File: src/rtl/unpk_pkg.sv
package unpk_pkg;
  localparam int CODE_W = 3;
  localparam int IDX_W  = 3;

  typedef struct packed {
    logic             ok;
    logic [1:0]       size_lg;   // 0: 8-bit, 1: 16-bit, 2: 32-bit
    logic [IDX_W-1:0] last_idx;
  } pk_fmt_t;

  function automatic pk_fmt_t pk_decode(input logic [CODE_W-1:0] code);
    pk_fmt_t f;
    f = '0;
    case (code)
      3'd0: begin f.ok = 1'b1; f.size_lg = 2'd0; f.last_idx = 3'd7; end
      3'd2: begin f.ok = 1'b1; f.size_lg = 2'd1; f.last_idx = 3'd3; end
      3'd4: begin f.ok = 1'b1; f.size_lg = 2'd2; f.last_idx = 3'd1; end
      default: f = '0;
    endcase
    return f;
  endfunction
endpackage

File: src/rtl/unpk_slot_ctr.sv
module unpk_slot_ctr
  import unpk_pkg::*;
(
  input  logic             clk,
  input  logic             rst_n,
  input  logic             adv_i,
  input  logic [IDX_W-1:0] last_i,
  output logic [IDX_W-1:0] idx_o
);
  logic [IDX_W-1:0] idx_q;

  always_ff @(posedge clk) begin
    if (!rst_n)      idx_q <= '0;
    else if (adv_i)  idx_q <= (idx_q == last_i) ? '0 : idx_q + 1'b1;
  end

  assign idx_o = idx_q;

  // an accepted non-final sample moves the index up by exactly one
  p_idx_step_r5: assert property (@(posedge clk) disable iff (!rst_n)
    (adv_i && idx_q != last_i) |=> idx_q == $past(idx_q) + 1'b1);

  // accepting the final sample restarts the count
  p_idx_wrap_r6: assert property (@(posedge clk) disable iff (!rst_n)
    (adv_i && idx_q == last_i) |=> idx_q == '0);
endmodule

File: src/rtl/unpk_lane_sel.sv
module unpk_lane_sel #(
  parameter int WORD_W = 64,
  parameter int OUT_W  = 32,
  parameter int IDX_W  = 3
) (
  input  logic [WORD_W-1:0] word_i,
  input  logic [1:0]        size_lg_i,
  input  logic [IDX_W-1:0]  idx_i,
  output logic [OUT_W-1:0]  smp_o
);
  localparam int N8  = WORD_W / 8;
  localparam int N16 = WORD_W / 16;
  localparam int N32 = WORD_W / 32;
  localparam int S16 = $clog2(N16);
  localparam int S32 = (N32 > 1) ? $clog2(N32) : 1;

  logic [7:0]  l8  [N8];
  logic [15:0] l16 [N16];
  logic [31:0] l32 [N32];

  for (genvar g = 0; g < N8; g++) begin : g_b8
    assign l8[g] = word_i[8*g +: 8];
  end
  for (genvar g = 0; g < N16; g++) begin : g_h16
    assign l16[g] = word_i[16*g +: 16];
  end
  for (genvar g = 0; g < N32; g++) begin : g_w32
    assign l32[g] = word_i[32*g +: 32];
  end

  always_comb begin
    case (size_lg_i)
      2'd0:    smp_o = {l8[idx_i], {(OUT_W-8){1'b0}}};
      2'd1:    smp_o = {l16[idx_i[S16-1:0]], {(OUT_W-16){1'b0}}};
      2'd2:    smp_o = {l32[idx_i[S32-1:0]], {(OUT_W-32){1'b0}}};
      default: smp_o = '0;
    endcase
  end
endmodule

File: src/rtl/fifo_word_unpacker.sv
module fifo_word_unpacker
  import unpk_pkg::*;
#(
  parameter int WORD_W = 64,
  parameter int OUT_W  = 32
) (
  input  logic              clk,
  input  logic              rst_n,
  input  logic              word_valid_i,
  input  logic [WORD_W-1:0] word_data_i,
  input  logic [CODE_W-1:0] word_fmt_i,
  output logic              word_ready_o,
  output logic              smp_valid_o,
  output logic [OUT_W-1:0]  smp_data_o,
  output logic [IDX_W-1:0]  smp_idx_o,
  input  logic              smp_ready_i,
  output logic              type_err_o
);
  pk_fmt_t          fmt;
  logic             take;
  logic [IDX_W-1:0] idx;

  assign fmt         = pk_decode(word_fmt_i);
  assign smp_valid_o = word_valid_i && fmt.ok;
  assign type_err_o  = word_valid_i && !fmt.ok;
  assign take        = smp_valid_o && smp_ready_i;
  assign word_ready_o = type_err_o || (take && idx == fmt.last_idx);
  assign smp_idx_o   = idx;

  unpk_slot_ctr u_ctr (
    .clk    (clk),
    .rst_n  (rst_n),
    .adv_i  (take),
    .last_i (fmt.last_idx),
    .idx_o  (idx)
  );

  unpk_lane_sel #(.WORD_W(WORD_W), .OUT_W(OUT_W), .IDX_W(IDX_W)) u_sel (
    .word_i    (word_data_i),
    .size_lg_i (fmt.size_lg),
    .idx_i     (idx),
    .smp_o     (smp_data_o)
  );

  // a stalled sample keeps its data and index
  p_stall_hold_r7: assert property (@(posedge clk) disable iff (!rst_n)
    (smp_valid_o && !smp_ready_i && word_valid_i) |=>
      (!word_valid_i || ($stable(smp_idx_o) && $stable(smp_data_o))));

  // a bad code never produces a sample
  p_bad_no_smp_r8: assert property (@(posedge clk) disable iff (!rst_n)
    type_err_o |-> (!smp_valid_o && word_ready_o));

  // no sample without a word
  p_no_word_r9: assert property (@(posedge clk) disable iff (!rst_n)
    !word_valid_i |-> !smp_valid_o);

  // after a pop the next sample starts at index 0
  p_pop_restart_r6: assert property (@(posedge clk) disable iff (!rst_n)
    word_ready_o |=> smp_idx_o == '0);
endmodule

File: config.mk
export PLATFORM = sky130hd
export DESIGN_NAME = fifo_word_unpacker
export DESIGN_NICKNAME = d
export VERILOG_FILES = /design/src/rtl/unpk_pkg.sv /design/src/rtl/unpk_slot_ctr.sv /design/src/rtl/unpk_lane_sel.sv /design/src/rtl/fifo_word_unpacker.sv
export SDC_FILE = /design/constraint.sdc
export NUM_CORES = 1
export LEC_CHECK = 0
export BUFFER_PORTS_ARGS = -buffer_cell sky130_fd_sc_hd__buf_4
export CORE_ASPECT_RATIO = 1.5
export CORE_UTILIZATION = 45
export CTS_BUF_LIST = sky130_fd_sc_hd__clkbuf_2 sky130_fd_sc_hd__clkbuf_4 sky130_fd_sc_hd__clkbuf_8
export DETAILED_ROUTE_END_ITERATION = 10
export PLACE_DENSITY = 0.81
export SYNTH_ARGS = -nofsm -noshare
export SYNTH_HDL_FRONTEND = slang
export SYNTH_SLANG_ARGS = --single-unit
File: constraint.sdc
create_clock -name clk -period 2 [get_ports clk]
set_input_delay 0 -clock clk [delete_from_list [all_inputs] [get_ports clk]]
set_output_delay 0 -clock clk [all_outputs]
set_load 0.02 [all_outputs]
==> results of run 1 <==
-- worst max-delay path by stage --
stage	cells after the start	end	slack (ns)	from
after global placement	5	smp_data_o[28]	0.22	u_ctr.idx_o[1]
after CTS	6	word_ready_o	0.06	u_ctr.idx_o[1]
after floorplan	5	smp_data_o[25]	0.29	u_ctr.idx_o[1]
after detailed placement	5	smp_data_o[29]	0.17	u_ctr.idx_o[1]
final	6	word_ready_o	0.08	u_ctr.idx_o[1]
after global routing	6	word_ready_o	0.03	u_ctr.idx_o[1]
-- cell families after synthesis --
family	after synthesis	synth area share
AO/OA/AOI/OAI	42	0.177
AND/OR/NAND/NOR	78	0.210
flip-flops	3	0.0339
buffers and inverters	22	0.0706
multiplexers	56	0.492
adder cells (fa/ha/maj)	1	0.00706
XOR/XNOR	2	0.00989
-- cells in the final DEF, fill, tap and decap left out, types with 3 or more instances in the layout --
cell / instances
buf_4: 119
mux2i_1: 32
nand2_1: 25
mux4_2: 21
nor2_1: 20
nand3_1: 17
a21oi_1: 11
a22oi_1: 8
o211ai_1: 8
a221o_1: 8
buf_12: 4
inv_1: 3
and2_1: 3
mux4_1: 3
clkbuf_8: 3
-- where the power goes --
group	switching (W)	internal (W)
clock network	0.0000486	0.000150
logic	0.000247	0.000275
registers	0.00000807	0.0000598
-- through the flow --
stage,hold WS (ns),util,setup WS (ns),cells
2_1_floorplan,0.122,-,0.292,204
3_3_place_gp,0.244,0.714,0.221,346
3_5_place_dp,0.251,0.714,0.173,346
4_1_cts,0.0265,0.728,0.0638,350
5_1_grt,0.0404,0.738,0.0267,355
6_report,0.0245,0.738,0.0826,355
-- worst max-delay path, cell delays in order (launching register included) --
cell      delay (ns)
dfxtp_4         0.40
buf_4           0.18
or4b_4          0.54
a211oi_2        0.19
nor2_1          0.09
o21bai_1        0.14
buf_4           0.16
-- metal layers --
metal,vias up,routed length (um),global-route usage
met5,-,0,0
met4,0,108,0.0921
met3,10,334,0.0364
met2,97,3280,0.530
met1,1058,2240,0.319
li1,1031,-,-
-- Yosys cell counts (all sizes together), types with 2 or more instances --
library cell	instances
nand3	17
and2	3
mux4	24
and3	2
clkbuf	4
dfxtp	3
nand2	25
a22oi	8
o211ai	8
buf	15
mux2i	32
nor2	21
a221o	8
a21oi	11
inv	3
-- final cells by class --
| cell class | instances | area, um^2 |
|---|---|---|
| Fill cell | 295 | 975 |
| Tap cell | 43 | 53.8 |
| Clock buffer | 4 | 48.8 |
| Inverter | 3 | 11.3 |
| Sequential cell | 3 | 67.6 |
| Multi-Input combinational cell | 179 | 1590 |
| Timing Repair Buffer | 123 | 973 |
-- repair_timing --
item	CTS	global route
setup endpoints to repair	6	1
pin swaps	0	0
setup buffers	0	5
cloned	0	0
resized for setup	1	0
==> out/summary.txt, run 1 <==
Final Power -> 0.000789 W
Clock Latency Late Sink -> 0.22 ns
Rel. slew slack -> 0.577
Layout cells sized above 1 -> 0.494
Avg Inst Size Synth -> 8.68 um^2
Router iterations before antenna repair -> 4
Area grow syn2layout -> 54.7%
# H-tree levels -> 1
RSZ-0062 raised after global routing -> false
Die Wd -> 53.2 um
Setup_tns -> 0 ns
Clock Skew -> 0.000181 ns
Hold_sp -> rst_n
Slew @ Worst Pin -> 0.633 ns
Final instance area -> 0.00274 mm^2
Via count -> 2196
Worst hold-check path type -> input pin to flop
Post-Route WL -> 5.96 mm
Top-area cell type share of the netlist area -> 0.267
Clock Tree Buf Depth -> 2
PD cells -> 288 mW/mm^2
Worst-path clk slew -> 0.03 ns
Post-synthesis async set-or-reset flop share -> 0
F_max -> 522 MHz
Pin count of the biggest net entering global routing -> 37
Core ar. -> 0.00372 mm^2
Area post-placement -> 0.00265 mm^2
Final HPWL DP -> 4.50 mm
Chip height -> 78.9 um
Initial antenna violation count -> 0
Die Area -> 0.00420 mm^2
Vias in the first global route -> 2098
Final setup fails -> 0
Final Slew Violations -> 0
CP startpoint kind -> flop
Syn Nets -> 276
Hold Vio Cnt, Final -> 0
PortBufs -> 108
Detailed router's first-iteration violation count -> 41
Synth Instances -> 204
Total of max-cap violations -> 0
Post-synthesis sequential area ratio -> 0.0339
TritonCTS clock tree -> built
#FFs+latches synth -> 3
Hold-fix buffers at CTS -> 0
Status -> finished clean
Crit end category -> output port
CP Data Arrival Time -> 1.92 ns
Setup Crit Path Kind -> flop to output port
Initial Utilization -> 0.477
Net count, final -> 385
DRC -> 0
Synth Cell Area -> 0.00177 mm^2
Yosys cell types -> 40
DR WL/cell -> 16.8 um
# IOs -> 109
Worst Hold Depth -> 2
Number of synthesized flops with an enable pin -> 0
R2R Setup Slk -> 0.29 ns
Hold worst-path end -> u_ctr.idx_o[0]
Top post-synthesis cells by area -> mux4_2, mux2i_1, nand2_1
GRT Util Overall -> 0.286
CP Max Fanout -> 14
Top FF cell, synth -> dfxtp_1
Max reg flops -> 3
TritonCTS sink count -> 3
VDD IR max -> 0.386 mV
Leak Pwr -> 1.14 nW
Reg2reg start -> u_ctr.idx_o[1]
ANT nets after route -> 0
Cts bufs inserted -> 3
Number of core rows -> 27
Worst Path Required -> 2.00 ns
Final Cycle Share -> 0.959
# diodes -> 0
Gpl congestion -> 0.808
Final min period -> 1.92 ns
Leading area contributor after synthesis -> mux4_2
R2R depth -> 5
Root Buffer Master -> clkbuf_8
Reg-to-reg endpoint -> u_ctr.idx_o[1]
Synth warn -> 0
GRT overflow -> 0
First-pass GRT wire length -> 9.11 mm
Vias per cell -> 6.19
Power figures use the tool's default switching activity.
==> run 2: changes to the inputs <==
--- a/config.mk
+++ b/config.mk
@@ -9,7 +9,9 @@
 export CORE_ASPECT_RATIO = 1.5
 export CORE_UTILIZATION = 45
 export CTS_BUF_LIST = sky130_fd_sc_hd__clkbuf_2 sky130_fd_sc_hd__clkbuf_4 sky130_fd_sc_hd__clkbuf_8
+export CTS_CLUSTER_DIAMETER = 100
 export DETAILED_ROUTE_END_ITERATION = 10
+export MAX_ROUTING_LAYER = met4
 export PLACE_DENSITY = 0.81
 export SYNTH_ARGS = -nofsm -noshare
 export SYNTH_HDL_FRONTEND = slang
==> out/summary.txt, run 2 (same netlist as run 1, synthesis figures left out) <==
Worst hold-check path type -> input pin to flop
CP Max Fanout -> 13 (-1)
Hold-fix buffers at CTS -> 0 (unchanged)
# H-tree levels -> 1 (unchanged)
PD cells -> 289 mW/mm^2 (+0.57%)
Clock Latency Late Sink -> 0.22 ns (about the same)
DR WL/cell -> 17.2 um (+2.3%)
TritonCTS clock tree -> built
Status -> finished clean
First-pass GRT wire length -> 9.10 mm (-0.14%)
Final min period -> 1.93 ns (+0.00811 ns)
Setup Crit Path Kind -> flop to output port
GRT overflow -> 0 (unchanged)
Via count -> 2177 (-0.87%)
TritonCTS sink count -> 3 (unchanged)
Final HPWL DP -> 4.50 mm (unchanged)
Core ar. -> 0.00372 mm^2 (unchanged)
Area grow syn2layout -> 53.9%
Total of max-cap violations -> 0 (unchanged)
Most used cell, CP -> buf_4
Pin count of the biggest net entering global routing -> 37 (unchanged)
Fin worst setup slack -> 0.0745 ns (-0.00811 ns)
Vias in the first global route -> 2101 (+0.14%)
DP Worst Slack -> 0.173 ns (unchanged)
Critical path cell sequence -> buf_4 > or4b_4 > a211oi_2 > nor2_1 > o21bai_1 > buf_4
Die Area -> 0.00420 mm^2 (unchanged)
Net count, final -> 383 (-0.52%)
Slew @ Worst Pin -> 0.625 ns (-0.00788 ns)
# IOs -> 109 (unchanged)
Chip height -> 78.9 um (unchanged)
F_max -> 519 MHz (-0.42%)
# diodes -> 0 (unchanged)
Worst Path Required -> 2.00 ns (about the same)
Worst-path clk slew -> 0.03 ns (about the same)
Rel. slew slack -> 0.582 (+0.00527)
Vias per cell -> 6.17 (-0.30%)
Most frequent cells in the layout -> buf_4, mux2i_1, nand2_1
Router iterations before antenna repair -> 4 (unchanged)
Final setup fails -> 0 (unchanged)
Clock Tree Buf Depth -> 2 (unchanged)
Die Wd -> 53.2 um (unchanged)
Final Cycle Share -> 0.963 (+0.00405)
Gpl congestion -> 0.820 (+1.5%)
Final Power -> 0.000789 W (about the same)
CP Data Arrival Time -> 1.93 ns (about the same)
Clock Skew -> 0.000286 ns (+0.000105 ns)
Setup_tns -> 0 ns (unchanged)
Crit end category -> output port
ANT nets after route -> 0 (unchanged)
Root Buffer Master -> clkbuf_8
Cts bufs inserted -> 3 (unchanged)
CP startpoint kind -> flop
Detailed router's first-iteration violation count -> 71 (+73%)
VDD IR max -> 0.387 mV (+0.18%)
Final Slew Violations -> 0 (unchanged)
GRT Util Overall -> 0.294 (+0.00787)
Leak Pwr -> 1.13 nW (-0.96%)
PortBufs -> 108 (unchanged)
Hold Vio Cnt, Final -> 0 (unchanged)
Layout cells sized above 1 -> 0.490 (-0.00327)
DRC -> 0 (unchanged)
Initial Utilization -> 0.477 (unchanged)
Number of core rows -> 27 (unchanged)
Most common cell after layout, fill and taps aside -> buf_4
Post-Route WL -> 6.06 mm (+1.7%)
Max stage delay on crit path -> 0.54 ns (about the same)
Max reg flops -> 3 (unchanged)
Slowest CP cell -> or4b_4
Initial antenna violation count -> 0 (unchanged)
RSZ-0062 raised after global routing -> false
[run 2: cell count changes in the layout (fill, tap and decap cells not counted), sizes merged]
cell  change
buf       -2
[run 2: power breakdown]
part	leakage, nW	switching [W]	internal (W)
sequential	0.0258	0.00000809	0.0000598
clock	0.0262	0.0000477	0.000150
combinational	1.08	0.000248	0.000275
[run 2: critical path, delay by kind of cell (launching register included)]
kind / cells / cell delay, ns
AND/OR/NAND/NOR: 2 / 0.63
flip-flops: 1 / 0.40
buffers and inverters: 2 / 0.34
AO/OA/AOI/OAI: 2 / 0.34
[run 2: worst paths after layout]
path | startpoint | to | slack, ns | cells after the start
max | u_ctr.idx_o[1] | word_ready_o | 0.07 | 6
min | rst_n | u_ctr.idx_o[0] | 0.03 | 2
max reg2reg | u_ctr.idx_o[1] | u_ctr.idx_o[1] | 0.28 | 5
min reg2reg | u_ctr.idx_o[2] | u_ctr.idx_o[2] | 0.64 | 1
[run 2: layout make-up]
class	count	area [um^2]
timing repair buffer	121	958
fill	295	990
sequential	3	67.6
inverter	3	11.3
clock buffer	4	48.8
multi-input combinational	179	1590
tap	43	53.8
[run 2: timing repair]
item	CTS	global route
gates resized for setup	1	0
buffers inserted	0	3
endpoints found under the setup margin	6	2
[run 2: per-stage QoR]
stage                     std cells  hold slack (ns)   util  cell area [um^2]
after global routing            353           0.0404  0.734              2730
after global placement          346            0.244  0.714              2650
final                           353           0.0273  0.734              2730
after CTS                       350           0.0265  0.728              2700
after floorplan                 204            0.122      -              1770
after detailed placement        346            0.251  0.714              2650
[run 2: per-layer routing]
layer / up-vias / GRT usage / part of all wire
met4: 0 / 0.0921 / 0.015
met2: 99 / 0.533 / 0.55
met3: 8 / 0.0326 / 0.053
li1: 1028 / - / -
met1: 1042 / 0.320 / 0.38
met5: - / - / 0
==> run 3: changes to the inputs <==
--- a/config.mk
+++ b/config.mk
@@ -11,7 +11,6 @@
 export CTS_BUF_LIST = sky130_fd_sc_hd__clkbuf_2 sky130_fd_sc_hd__clkbuf_4 sky130_fd_sc_hd__clkbuf_8
 export CTS_CLUSTER_DIAMETER = 100
 export DETAILED_ROUTE_END_ITERATION = 10
-export MAX_ROUTING_LAYER = met4
 export PLACE_DENSITY = 0.81
 export SYNTH_ARGS = -nofsm -noshare
 export SYNTH_HDL_FRONTEND = slang
==> constraint.sdc (replaced) <==
create_clock -name clk -period 2 [get_ports clk]
set_input_delay 0 -clock clk [delete_from_list [all_inputs] [get_ports clk]]
set_output_delay 0 -clock clk [all_outputs]
set_load 0.05 [all_outputs]
==> out/summary.txt, run 3 (same netlist as run 1, synthesis figures left out) <==
Status -> finished clean
Initial Utilization -> 0.477 (unchanged)
Via count -> 2249 (+3.3%)
Net count, final -> 386 (+0.78%)
GRT Util Overall -> 0.297 (+0.00314)
Final setup fails -> 0 (unchanged)
Number of core rows -> 27 (unchanged)
CP startpoint kind -> flop
Rel. slew slack -> 0.703 (+0.121)
Cts bufs inserted -> 3 (unchanged)
# H-tree levels -> 1 (unchanged)
CP Data Arrival Time -> 1.87 ns (-0.06 ns)
Most used cell, CP -> buf_4
Hold worst-path end -> u_ctr.idx_o[0]
Total of max-cap violations -> 0 (unchanged)
Leak Pwr -> 1.14 nW (+1.2%)
Final Power -> 0.000892 W (+13%)
Area post-placement -> 0.00267 mm^2 (+0.61%)
Vias per cell -> 6.32 (+2.4%)
Core ar. -> 0.00372 mm^2 (unchanged)
Max reg flops -> 3 (unchanged)
Chip height -> 78.9 um (unchanged)
First-pass GRT wire length -> 9.51 mm (+4.5%)
Router iterations before antenna repair -> 4 (unchanged)
Final cell count without fillers -> 356 (+0.85%)
TritonCTS clock tree -> built
DR WL/cell -> 17.4 um (+1.1%)
Worst Hold Depth -> 2 (unchanged)
Final Cycle Share -> 0.935 (-0.0274)
Pin count of the biggest net entering global routing -> 27 (-27%)
Detailed router's first-iteration violation count -> 95 (+34%)
Final min period -> 1.87 ns (-0.0548 ns)
Hold Vio Cnt, Final -> 0 (unchanged)
Area grow syn2layout -> 54.0% (about the same)
R2R Setup Slk -> 0.43 ns (+0.15 ns)
Clock Tree Buf Depth -> 2 (unchanged)
# diodes -> 0 (unchanged)
Reg2reg start -> u_ctr.idx_o[0]
Worst hold-check path type -> input pin to flop
Worst Path Required -> 2.00 ns (about the same)
TritonCTS sink count -> 3 (unchanged)
VDD IR max -> 0.440 mV (+14%)
Worst-path clk slew -> 0.03 ns (about the same)
Root Buffer Master -> clkbuf_8
Final Slew Violations -> 0 (unchanged)
CP Max Fanout -> 9 (-4)
Final instance area -> 0.00273 mm^2 (about the same)
Crit end category -> output port
Slowest CP cell -> mux4_1
Reg-to-reg endpoint -> u_ctr.idx_o[1]
Sw power -> 0.000402 W (+32%)
Switching Share -> 0.451 (+0.0655)
F_max -> 535 MHz (+2.9%)
Gpl congestion -> 0.825 (+0.59%)
R2R depth -> 4 (-1)
Layout cells sized above 1 -> 0.498 (+0.00808)
Combinational power share -> 0.711 (+0.048)
Critical path cell sequence -> buf_4 > mux4_1 > a22oi_1 > o211ai_1 > buf_4
Post-Route WL -> 6.18 mm (+2.0%)
ANT nets after route -> 0 (unchanged)
PD cells -> 327 mW/mm^2 (+13%)
PortBufs -> 108 (unchanged)
Die Wd -> 53.2 um (unchanged)
GRT overflow -> 0 (unchanged)
Slew @ Worst Pin -> 0.445 ns (-0.179 ns)
DP Worst Slack -> 0.225 ns (+0.0522 ns)
RSZ-0062 raised after global routing -> false
Multi-input logic area -> 0.00159 mm^2 (+0.24%)
# IOs -> 109 (unchanged)
Most common cell after layout, fill and taps aside -> buf_4
Vias in the first global route -> 2153 (+2.5%)
Min Hold Slack -> 0.0535 ns (+0.0262 ns)
DRC -> 0 (unchanged)
FF/Latch Area -> 67.6 um^2 (unchanged)
Seq pwr share -> 0.079 (-0.007)
Hold_sp -> rst_n
Die Area -> 0.00420 mm^2 (unchanged)
Clock Skew -> 0.00287 ns (+0.00259 ns)
Internal power -> 0.000490 W (+0.97%)
Clock Latency Late Sink -> 0.21 ns (about the same)
Clock power frac -> 0.210 (-0.041)
Max stage delay on crit path -> 0.56 ns (+0.02 ns)
Most frequent cells in the layout -> buf_4, mux2i_1, nand2_1
Final HPWL DP -> 4.76 mm (+5.8%)
Fin worst setup slack -> 0.129 ns (+0.0548 ns)
Setup Crit Path Kind -> flop to output port
Fill cell count -> 293 (-0.68%)
Placed instance count -> 351 (+1.4%)
Initial antenna violation count -> 0 (unchanged)
==> run 3: changes by cell type in the layout (fill, tap and decap cells not counted), sizes merged <==
cell | previous run | this run
buf | 121 | 124
==> run 3: per-layer routing <==
metal  vias to the layer above  global-route usage  share of wire
met4                         0              0.0947          0.021
met5                         -                   0              0
met3                        14              0.0153          0.046
li1                       1033                   -              -
met1                      1095               0.337           0.35
met2                       107               0.559           0.58
==> run 3: how the worst max path moves through the flow <==
stage / startpoint / cells past startpoint / slack, ns / endpoint
detailed placement: u_ctr.idx_o[1] / 5 / 0.23 / smp_data_o[24]
finish: u_ctr.idx_o[1] / 5 / 0.13 / smp_data_o[31]
global route: u_ctr.idx_o[0] / 5 / 0.005 / smp_data_o[29]
floorplan: u_ctr.idx_o[0] / 6 / -0.008 / smp_data_o[24]
global placement: u_ctr.idx_o[1] / 5 / 0.26 / smp_data_o[24]
CTS: u_ctr.idx_o[1] / 5 / 0.1 / smp_data_o[24]
==> run 3: area by class of cell <==
class	instances	share of cell area
Clock buffer	4	0.0179
Inverter	3	0.00413
Multi-Input combinational cell	179	0.583
Sequential cell	3	0.0248
Tap cell	43	0.0197
Timing Repair Buffer	124	0.350
==> run 3: power groups by stage <==
stage / sequential (W) / clock [W] / combinational (W)
floorplan: 0.0000669 / 0 / 0.000376
global placement: 0.0000728 / 0 / 0.000616
detailed placement: 0.0000727 / 0 / 0.000628
CTS: 0.0000706 / 0.000191 / 0.000630
global route: 0.0000719 / 0.000196 / 0.000671
finish: 0.0000707 / 0.000187 / 0.000634
==> run 3: timing repair <==
| action | 4_1_cts | 5_1_grt |
|---|---|---|
| buffers inserted | 0 | 1 |
| endpoints found under the setup margin | 1 | 2 |
| gates resized for setup | 1 | 0 |
| hold buffers | 0 | 0 |
==> run 3: critical path: cells and delay by family, from the launching register on <==
family,cells,cell delay [ns]
muxes,1,0.56
AOI/OAI and AO/OA,2,0.30
DFF,1,0.42
buffers and inverters,2,0.37
==> run 3: stage by stage <==
| step | utilization | setup TNS (ns) |
|---|---|---|
| after floorplan | - | -0.00772 |
| after global placement | 0.718 | 0 |
| after detailed placement | 0.718 | 0 |
| after CTS | 0.732 | 0 |
| after global routing | 0.734 | 0 |
| final | 0.734 | 0 |
